**config.mk**
```make
export PLATFORM = sky130hd
export DESIGN_NAME = epf_cpu_port
export DESIGN_NICKNAME = d
export VERILOG_FILES = /design/src/rtl/epf_pkg.sv /design/src/rtl/epf_fifo.sv /design/src/rtl/epf_split_count.sv /design/src/rtl/epf_cpu_port.sv
export SDC_FILE = /design/constraint.sdc
export NUM_CORES = 2
export LEC_CHECK = 0
export BUFFER_PORTS_ARGS = -buffer_cell sky130_fd_sc_hd__buf_2
export CAP_MARGIN = 20
export CORE_UTILIZATION = 65
export CTS_BUF_LIST = sky130_fd_sc_hd__clkbuf_16
export CTS_CLUSTER_DIAMETER = 100
export DETAILED_ROUTE_END_ITERATION = 16
export PLACE_DENSITY = 0.81
export SYNTH_ARGS = -nofsm -noshare
export SYNTH_HDL_FRONTEND = slang
export SYNTH_SLANG_ARGS = --single-unit
```
**constraint.sdc**
```tcl
create_clock -name clk -period 19.07 [get_ports clk]
set_input_delay 0 -clock clk [delete_from_list [all_inputs] [get_ports clk]]
set_output_delay 0 -clock clk [all_outputs]
set_load 0.05 [all_outputs]
```
**src/rtl/epf_pkg.sv**
```systemverilog
package epf_pkg;

    typedef enum logic [2:0] {
        REG_RSEL  = 3'd0,
        REG_WSEL  = 3'd1,
        REG_CTRL  = 3'd2,
        REG_DATA  = 3'd3,
        REG_RC_HI = 3'd4,
        REG_RC_LO = 3'd5,
        REG_WS_HI = 3'd6,
        REG_WS_LO = 3'd7
    } epf_reg_e;

    localparam logic [7:0] DUMMY_BYTE = 8'h00;

endpackage

```
**src/rtl/epf_fifo.sv**
```systemverilog
module epf_fifo #(
    parameter int DEPTH = 64,
    parameter int DW    = 8,
    localparam int AW   = $clog2(DEPTH),
    localparam int CW   = AW + 1
) (
    input  logic          clk,
    input  logic          rst_n,
    input  logic          push,
    input  logic [DW-1:0] wdata,
    input  logic          pop,
    output logic [DW-1:0] head,
    output logic [CW-1:0] count,
    output logic          full,
    output logic          empty
);

    typedef struct packed {
        logic [AW-1:0] wptr;
        logic [AW-1:0] rptr;
        logic [CW-1:0] cnt;
    } ptr_t;

    ptr_t          st_q, st_d;
    logic [DW-1:0] mem_q [DEPTH];
    logic          do_push, do_pop;

    assign full    = (st_q.cnt == CW'(DEPTH));
    assign empty   = (st_q.cnt == '0);
    assign do_push = push && !full;
    assign do_pop  = pop && !empty;
    assign head    = mem_q[st_q.rptr];
    assign count   = st_q.cnt;

    always_comb begin
        st_d = st_q;
        if (do_push) st_d.wptr = st_q.wptr + AW'(1);
        if (do_pop)  st_d.rptr = st_q.rptr + AW'(1);
        case ({do_push, do_pop})
            2'b10:   st_d.cnt = st_q.cnt + CW'(1);
            2'b01:   st_d.cnt = st_q.cnt - CW'(1);
            default: st_d.cnt = st_q.cnt;
        endcase
    end

    always_ff @(posedge clk) begin
        if (!rst_n) st_q <= '0;
        else        st_q <= st_d;
    end

    always_ff @(posedge clk) begin
        if (do_push) mem_q[st_q.wptr] <= wdata;
    end

endmodule

```
**src/rtl/epf_split_count.sv**
```systemverilog
module epf_split_count #(
    parameter int CNT_W = 12
) (
    input  logic             clk,
    input  logic             rst_n,
    input  logic [CNT_W-1:0] value,
    input  logic             hi_rd,
    input  logic             lo_rd,
    output logic [7:0]       hi_byte,
    output logic [7:0]       lo_byte
);

    typedef struct packed {
        logic [7:0] snap;
        logic       held;
    } snap_t;

    snap_t st_q, st_d;
    logic [15:0] wide;

    assign wide    = 16'(value);
    assign hi_byte = {4'h0, wide[11:8]};
    assign lo_byte = st_q.held ? st_q.snap : wide[7:0];

    always_comb begin
        st_d = st_q;
        if (hi_rd) begin
            st_d.snap = wide[7:0];
            st_d.held = 1'b1;
        end else if (lo_rd) begin
            st_d.held = 1'b0;
        end
    end

    always_ff @(posedge clk) begin
        if (!rst_n) st_q <= '0;
        else        st_q <= st_d;
    end

endmodule

```
**src/rtl/epf_cpu_port.sv**
```systemverilog
module epf_cpu_port
    import epf_pkg::*;
#(
    parameter int NUM_EP = 4,
    parameter int DEPTH  = 64,
    parameter int CNT_W  = 12,
    localparam int EPW   = $clog2(NUM_EP),
    localparam int CW    = $clog2(DEPTH) + 1
) (
    input  logic           clk,
    input  logic           rst_n,
    input  logic [2:0]     cpu_addr,
    input  logic           cpu_rd,
    input  logic           cpu_wr,
    input  logic [7:0]     cpu_wdata,
    output logic [7:0]     cpu_rdata,
    input  logic           dev_wr_en,
    input  logic [EPW-1:0] dev_wr_ep,
    input  logic [7:0]     dev_wr_data,
    input  logic           dev_rd_en,
    input  logic [EPW-1:0] dev_rd_ep,
    output logic [7:0]     dev_rd_data
);

    localparam logic [CNT_W-1:0] DEPTH_C = CNT_W'(DEPTH);

    typedef struct packed {
        logic [7:0] rsel;
        logic [7:0] wsel;
        logic       rd_en;
        logic       wr_en;
        logic [7:0] rdata;
    } regs_t;

    regs_t regs_q, regs_d;

    logic [7:0]      rx_head  [NUM_EP];
    logic [CW-1:0]   rx_cnt   [NUM_EP];
    logic [NUM_EP-1:0] rx_full, rx_empty, rx_push, rx_pop;
    logic [7:0]      tx_head  [NUM_EP];
    logic [CW-1:0]   tx_cnt   [NUM_EP];
    logic [NUM_EP-1:0] tx_full, tx_empty, tx_push, tx_pop;

    logic [NUM_EP-1:0] rd_hot, wr_hot;
    logic              rd_conn, wr_conn;
    logic [7:0]        rd_head_sel;
    logic              rd_empty_sel, wr_full_sel;
    logic [CNT_W-1:0]  rd_remain, wr_space;
    logic              data_rd_ok, data_wr_ok;
    logic [7:0]        rc_hi, rc_lo, ws_hi, ws_lo;
    logic              rd_en_s;

    // Select decode: connected only for a single bit inside the endpoint range
    assign rd_conn = $onehot(regs_q.rsel) && ((regs_q.rsel >> NUM_EP) == 8'd0);
    assign wr_conn = $onehot(regs_q.wsel) && ((regs_q.wsel >> NUM_EP) == 8'd0);
    assign rd_hot  = rd_conn ? regs_q.rsel[NUM_EP-1:0] : '0;
    assign wr_hot  = wr_conn ? regs_q.wsel[NUM_EP-1:0] : '0;
    assign rd_en_s = regs_q.rd_en;

    always_comb begin
        rd_head_sel  = '0;
        rd_empty_sel = 1'b1;
        wr_full_sel  = 1'b1;
        rd_remain    = '0;
        wr_space     = '0;
        for (int i = 0; i < NUM_EP; i++) begin
            if (rd_hot[i]) begin
                rd_head_sel  = rx_head[i];
                rd_empty_sel = rx_empty[i];
                rd_remain    = CNT_W'(rx_cnt[i]);
            end
            if (wr_hot[i]) begin
                wr_full_sel = tx_full[i];
                wr_space    = DEPTH_C - CNT_W'(tx_cnt[i]);
            end
        end
    end

    assign data_rd_ok = cpu_rd && (cpu_addr == REG_DATA) && regs_q.rd_en
                        && rd_conn && !rd_empty_sel;
    assign data_wr_ok = cpu_wr && (cpu_addr == REG_DATA) && regs_q.wr_en
                        && wr_conn && !wr_full_sel;

    generate
        for (genvar g = 0; g < NUM_EP; g++) begin : g_ep
            assign rx_push[g] = dev_wr_en && (dev_wr_ep == EPW'(g));
            assign rx_pop[g]  = data_rd_ok && rd_hot[g];
            assign tx_push[g] = data_wr_ok && wr_hot[g];
            assign tx_pop[g]  = dev_rd_en && (dev_rd_ep == EPW'(g));

            epf_fifo #(.DEPTH(DEPTH), .DW(8)) u_rx (
                .clk(clk), .rst_n(rst_n),
                .push(rx_push[g]), .wdata(dev_wr_data),
                .pop(rx_pop[g]), .head(rx_head[g]), .count(rx_cnt[g]),
                .full(rx_full[g]), .empty(rx_empty[g])
            );

            epf_fifo #(.DEPTH(DEPTH), .DW(8)) u_tx (
                .clk(clk), .rst_n(rst_n),
                .push(tx_push[g]), .wdata(cpu_wdata),
                .pop(tx_pop[g]), .head(tx_head[g]), .count(tx_cnt[g]),
                .full(tx_full[g]), .empty(tx_empty[g])
            );
        end
    endgenerate

    assign dev_rd_data = tx_head[dev_rd_ep];

    epf_split_count #(.CNT_W(CNT_W)) u_rc (
        .clk(clk), .rst_n(rst_n), .value(rd_remain),
        .hi_rd(cpu_rd && (cpu_addr == REG_RC_HI)),
        .lo_rd(cpu_rd && (cpu_addr == REG_RC_LO)),
        .hi_byte(rc_hi), .lo_byte(rc_lo)
    );

    epf_split_count #(.CNT_W(CNT_W)) u_ws (
        .clk(clk), .rst_n(rst_n), .value(wr_space),
        .hi_rd(cpu_rd && (cpu_addr == REG_WS_HI)),
        .lo_rd(cpu_rd && (cpu_addr == REG_WS_LO)),
        .hi_byte(ws_hi), .lo_byte(ws_lo)
    );

    always_comb begin
        regs_d = regs_q;
        if (cpu_wr) begin
            case (cpu_addr)
                REG_RSEL: regs_d.rsel = cpu_wdata;
                REG_WSEL: regs_d.wsel = cpu_wdata;
                REG_CTRL: begin
                    regs_d.rd_en = cpu_wdata[0];
                    regs_d.wr_en = cpu_wdata[1];
                end
                default: ;
            endcase
        end
        if (cpu_rd) begin
            case (cpu_addr)
                REG_RSEL:  regs_d.rdata = regs_q.rsel;
                REG_WSEL:  regs_d.rdata = regs_q.wsel;
                REG_CTRL:  regs_d.rdata = {6'd0, regs_q.wr_en, regs_q.rd_en};
                REG_DATA:  regs_d.rdata = data_rd_ok ? rd_head_sel : DUMMY_BYTE;
                REG_RC_HI: regs_d.rdata = rc_hi;
                REG_RC_LO: regs_d.rdata = rc_lo;
                REG_WS_HI: regs_d.rdata = ws_hi;
                default:   regs_d.rdata = ws_lo;
            endcase
        end
    end

    always_ff @(posedge clk) begin
        if (!rst_n) regs_q <= '0;
        else        regs_q <= regs_d;
    end

    assign cpu_rdata = regs_q.rdata;

endmodule

```
==> results.md <==
- Outcome: finished clean
- Post-Syn Area: 0.172 sq mm
- Die area: 0.266 sq mm
- Vias/cell: 7.09
- Die W: 516 microns
- Number of I/O pins: 45
- Via count: 89,700
- Fin. max-slew vios: 0
- Cell taking the most area after synthesis: edfxtp_1
- Area grow syn2layout: 10.3%
- Async set-or-reset flop fraction in the synthesized netlist: 0%
- Setup violators final: 0
- First-pass GRT wire length: 621,000 microns
- First-pass DRT Iterations: 7
- CTS sink cnt: 4,339
- Min cycle time layout: 7990 ps
- DP Cell Count: 11,800
- Largest net degree at the start of global routing: 145
- Leakage: 0.0575 uW
- DRC viols: 0
- Post-Route WL: 429,000 microns
- Nets@finish: 8,865
- Fraction of layout cells with a size suffix above 1: 21.7%
- Post-DP HPWL: 235,000 microns
- Combinational Power Share: 1.3%
- Period utilization: 41.9%
- Non-Filler Instances: 12,700
- Post-route cell area: 0.189 sq mm
- PD cells: 101 mW/mm^2
- Crit-path slowest cell: dfxtp_1
- TritonCTS clock tree: done
- Peak Freq: 0.125 GHz
- Bufs and invs on worst path: 4
- Crit Path Category: flop to flop
- DR iter-0 viols: 12,900
- Cts bufs inserted: 414
- Antenna violations before repair: 19
- CP Data Required Time: 19,880 ps
- Slew HR: 18.2%
- Post-synth cell types: 88
- CP Max Fanout: 18
- Peak VDD IR: 0.114 mV
- Hold Violations, Final: 0
- Number of global-route vias before repair: 90,600
- Syn_nets: 8,770
- R2R setup slack: 11,080 ps
- Initial Util: 65.4%
- CTS max path bufs: 4
- Skew final: 57.6 ps
- Setup TNS: 0 ps
- Postcts setup bufs: 0
- Fill cell count: 14,000
- Total GRT Usage: 32.3%
- # port buffers: 44
- Hold-fix buffers, CTS: 36
- Crit path capture type: flop
- Die span in y: 516 microns
- Mean Syn Cell Area: 19.8 sq um
- Routing usage on met2: 53.2%
- Sequential Power Share: 54.6%
- WHS: 154 ps
- Top cells by area, synth: edfxtp_1 72%, mux4_2 15%, dfxtp_1 2.8%, nor2_1 1.7%, mux2i_1 1.0%
- Largest delay share family, worst path: adder cells
- Worst-Margin Slew: 1230 ps
- GRT Max-Usage Layer: met2
- Unrepaired setup endpoints after global routing: no
- Worst path arrival time: 8800 ps
- Synth Flop Type: edfxtp_1
- Synth Warn #: 0
- Startpoint Class: flop
- Cts repair resizes: 0
- Worst R2R Path Depth: 24
- Gr ovfl total: 0
- Root buf cell: clkbuf_16
- MaxCap Viol Count: 0
- CTS clk-pin slew, worst paths: 60 ps
- Clock power frac: 44.1%
- P_int: 15,200 uW
- Hold Path Stages: 2
- Critical path cell sequence: inv_1 > fa_1 > fa_1 > fa_1 > inv_1 > ha_1 > inv_1 > fa_1 > nor4b_1 > nand3_1 > nor2_1 > nand4b_1 > or2_1 > inv_1 > ha_1 > xor2_1 > ha_1 > a21oi_1 > o21ai_0 > a221oi_1 > o21bai_1 > a222oi_1 > or3_1 > a21oi_1
- Syn Inst Count: 8,682
- H-tree Lvls: 5
- Critical path depth: 24
- Switching Power: 3890 uW
- Core ar.: 0.263 sq mm
- Top cell type's share of synthesized area: 71.6%
- Number of synthesized register bits: 4,339
- GRT met3 Usage: 5.48%
- Placement Rows: 188
- Drt wl/cell: 33.9 microns
- Slowest stage delay, CP: 680 ps
- GR met1 Demand/Resource: 42.9%
- Routability cong.: 0.918
- Register area share after synthesis: 74.5%
- Sw frac: 20.4%
- Placed Area: 0.175 sq mm
- Hold Crit Class: input port to flop
- Number of synthesized flops with an enable pin: 4,096
- Total Power: 19,100 uW
- Post-route ant nets: 0
- Worst-Skew Late Latency: 990 ps
## flip-flops by register name (all words and copies together) (netlist names), named ones only
name and flops:
cpu_rdata 8, g_ep.u_rx.count 28, g_ep.u_rx.mem_q 2048, g_ep.u_rx.st_q 48
g_ep.u_tx.count 28, g_ep.u_tx.mem_q 2048, g_ep.u_tx.st_q 48, rd_en_s 1
regs_q 17, u_rc.st_q 8, u_ws.st_q 9
## final cells by class
cell class                 count  area [sq um]  area share [%]
sequential                  4339        128000            67.5
multi-input combinational   3760         41400            21.9
clock buffer                 424         10600            5.60
tap                         3515          4400            2.32
clock inverter               348          3160            1.67
timing repair buffer         193          1630           0.858
inverter                      69           264           0.139
antenna                       11          27.5          0.0145
## kinds of logic (layout without fill, tap and decap cells)
logic type               Yosys count  after routing  synth area share [%]
multiplexers                    1326           1326                  16.0
AND/OR/NAND/NOR                 1578           1578                  4.25
AO/OA/AOI/OAI                    668            668                  2.73
XOR/XNOR                         129            129                 0.658
buffers and inverters            583           1034                  1.43
other                              0             11                     0
adder cells (fa/ha/maj)           59             59                 0.465
flip-flops                      4339           4339                  74.5
## cells in the final DEF, fill, tap and decap left out, types with 117 or more instances in the layout
| cell | synthesis | final |
|---|---|---|
| edfxtp_1 | 4096 | 4096 |
| mux2i_1 | 175 | 175 |
| nor2_1 | 756 | 756 |
| clkbuf_16 | 0 | 424 |
| a21oi_1 | 121 | 121 |
| nand2_1 | 277 | 277 |
| dfxtp_1 | 243 | 220 |
| mux4_2 | 1133 | 1133 |
| inv_1 | 65 | 145 |
| a22oi_1 | 117 | 117 |
## power by group through the flow
| stage | sequential [uW] | combinational, uW | clock (uW) |
|---|---|---|---|
| after floorplan | 10600 | 52.6 | 0 |
| after global placement | 10600 | 223 | 0 |
| after detailed placement | 10600 | 238 | 0 |
| after CTS | 10400 | 249 | 8430 |
| after global routing | 10400 | 262 | 8760 |
| final | 10400 | 254 | 8420 |
## worst paths after layout
| check | start | to |
|---|---|---|
| hold reg to reg | g_ep[2].u_rx.st_q[8] | flop |
| setup reg to reg | regs_q[19] | g_ep[0].u_rx.count[6] |
| setup / recovery | regs_q[19] | g_ep[0].u_rx.count[6] |
| hold / removal | dev_wr_data[6] | g_ep[0].u_rx.mem_q[56][6] |
## metal layers
layer / wire, microns / share of wire, %
met2: 214000 / 50
met5: 31 / 0.0072
met4: 22800 / 5.3
met1: 149000 / 35
met3: 43600 / 10
## synthesized netlist by cell type (all sizes together) (12+ instances only)
cell and n:
a211oi 25, a21o 14, a21oi 121, a221oi 44, a22o 37, a22oi 117
a31oi 26, and2 33, and3 18, buf 232, clkbuf 282, dfxtp 243
edfxtp 4096, ha 51, inv 66, mux2 18, mux2i 175, mux4 1133
nand2 277, nand2b 37, nand3 105, nand3b 33, nand4 47, nor2 757
nor2b 78, nor3 36, nor3b 16, nor4 14, o211ai 12, o21ai 107
o221ai 15, o22ai 22, o31ai 12, or2 20, or3 58, or3b 15
xnor2 46, xor2 83
## through the flow
stage / setup slack, ps / utilization, %
detailed placement: 11340 / 66.7
floorplan: 12340 / -
global placement: 11590 / 66.7
CTS: 11240 / 72.1
global route: 10520 / 72.2
finish: 11080 / 72.2
No activity file was read; power rests on OpenSTA's default activity.
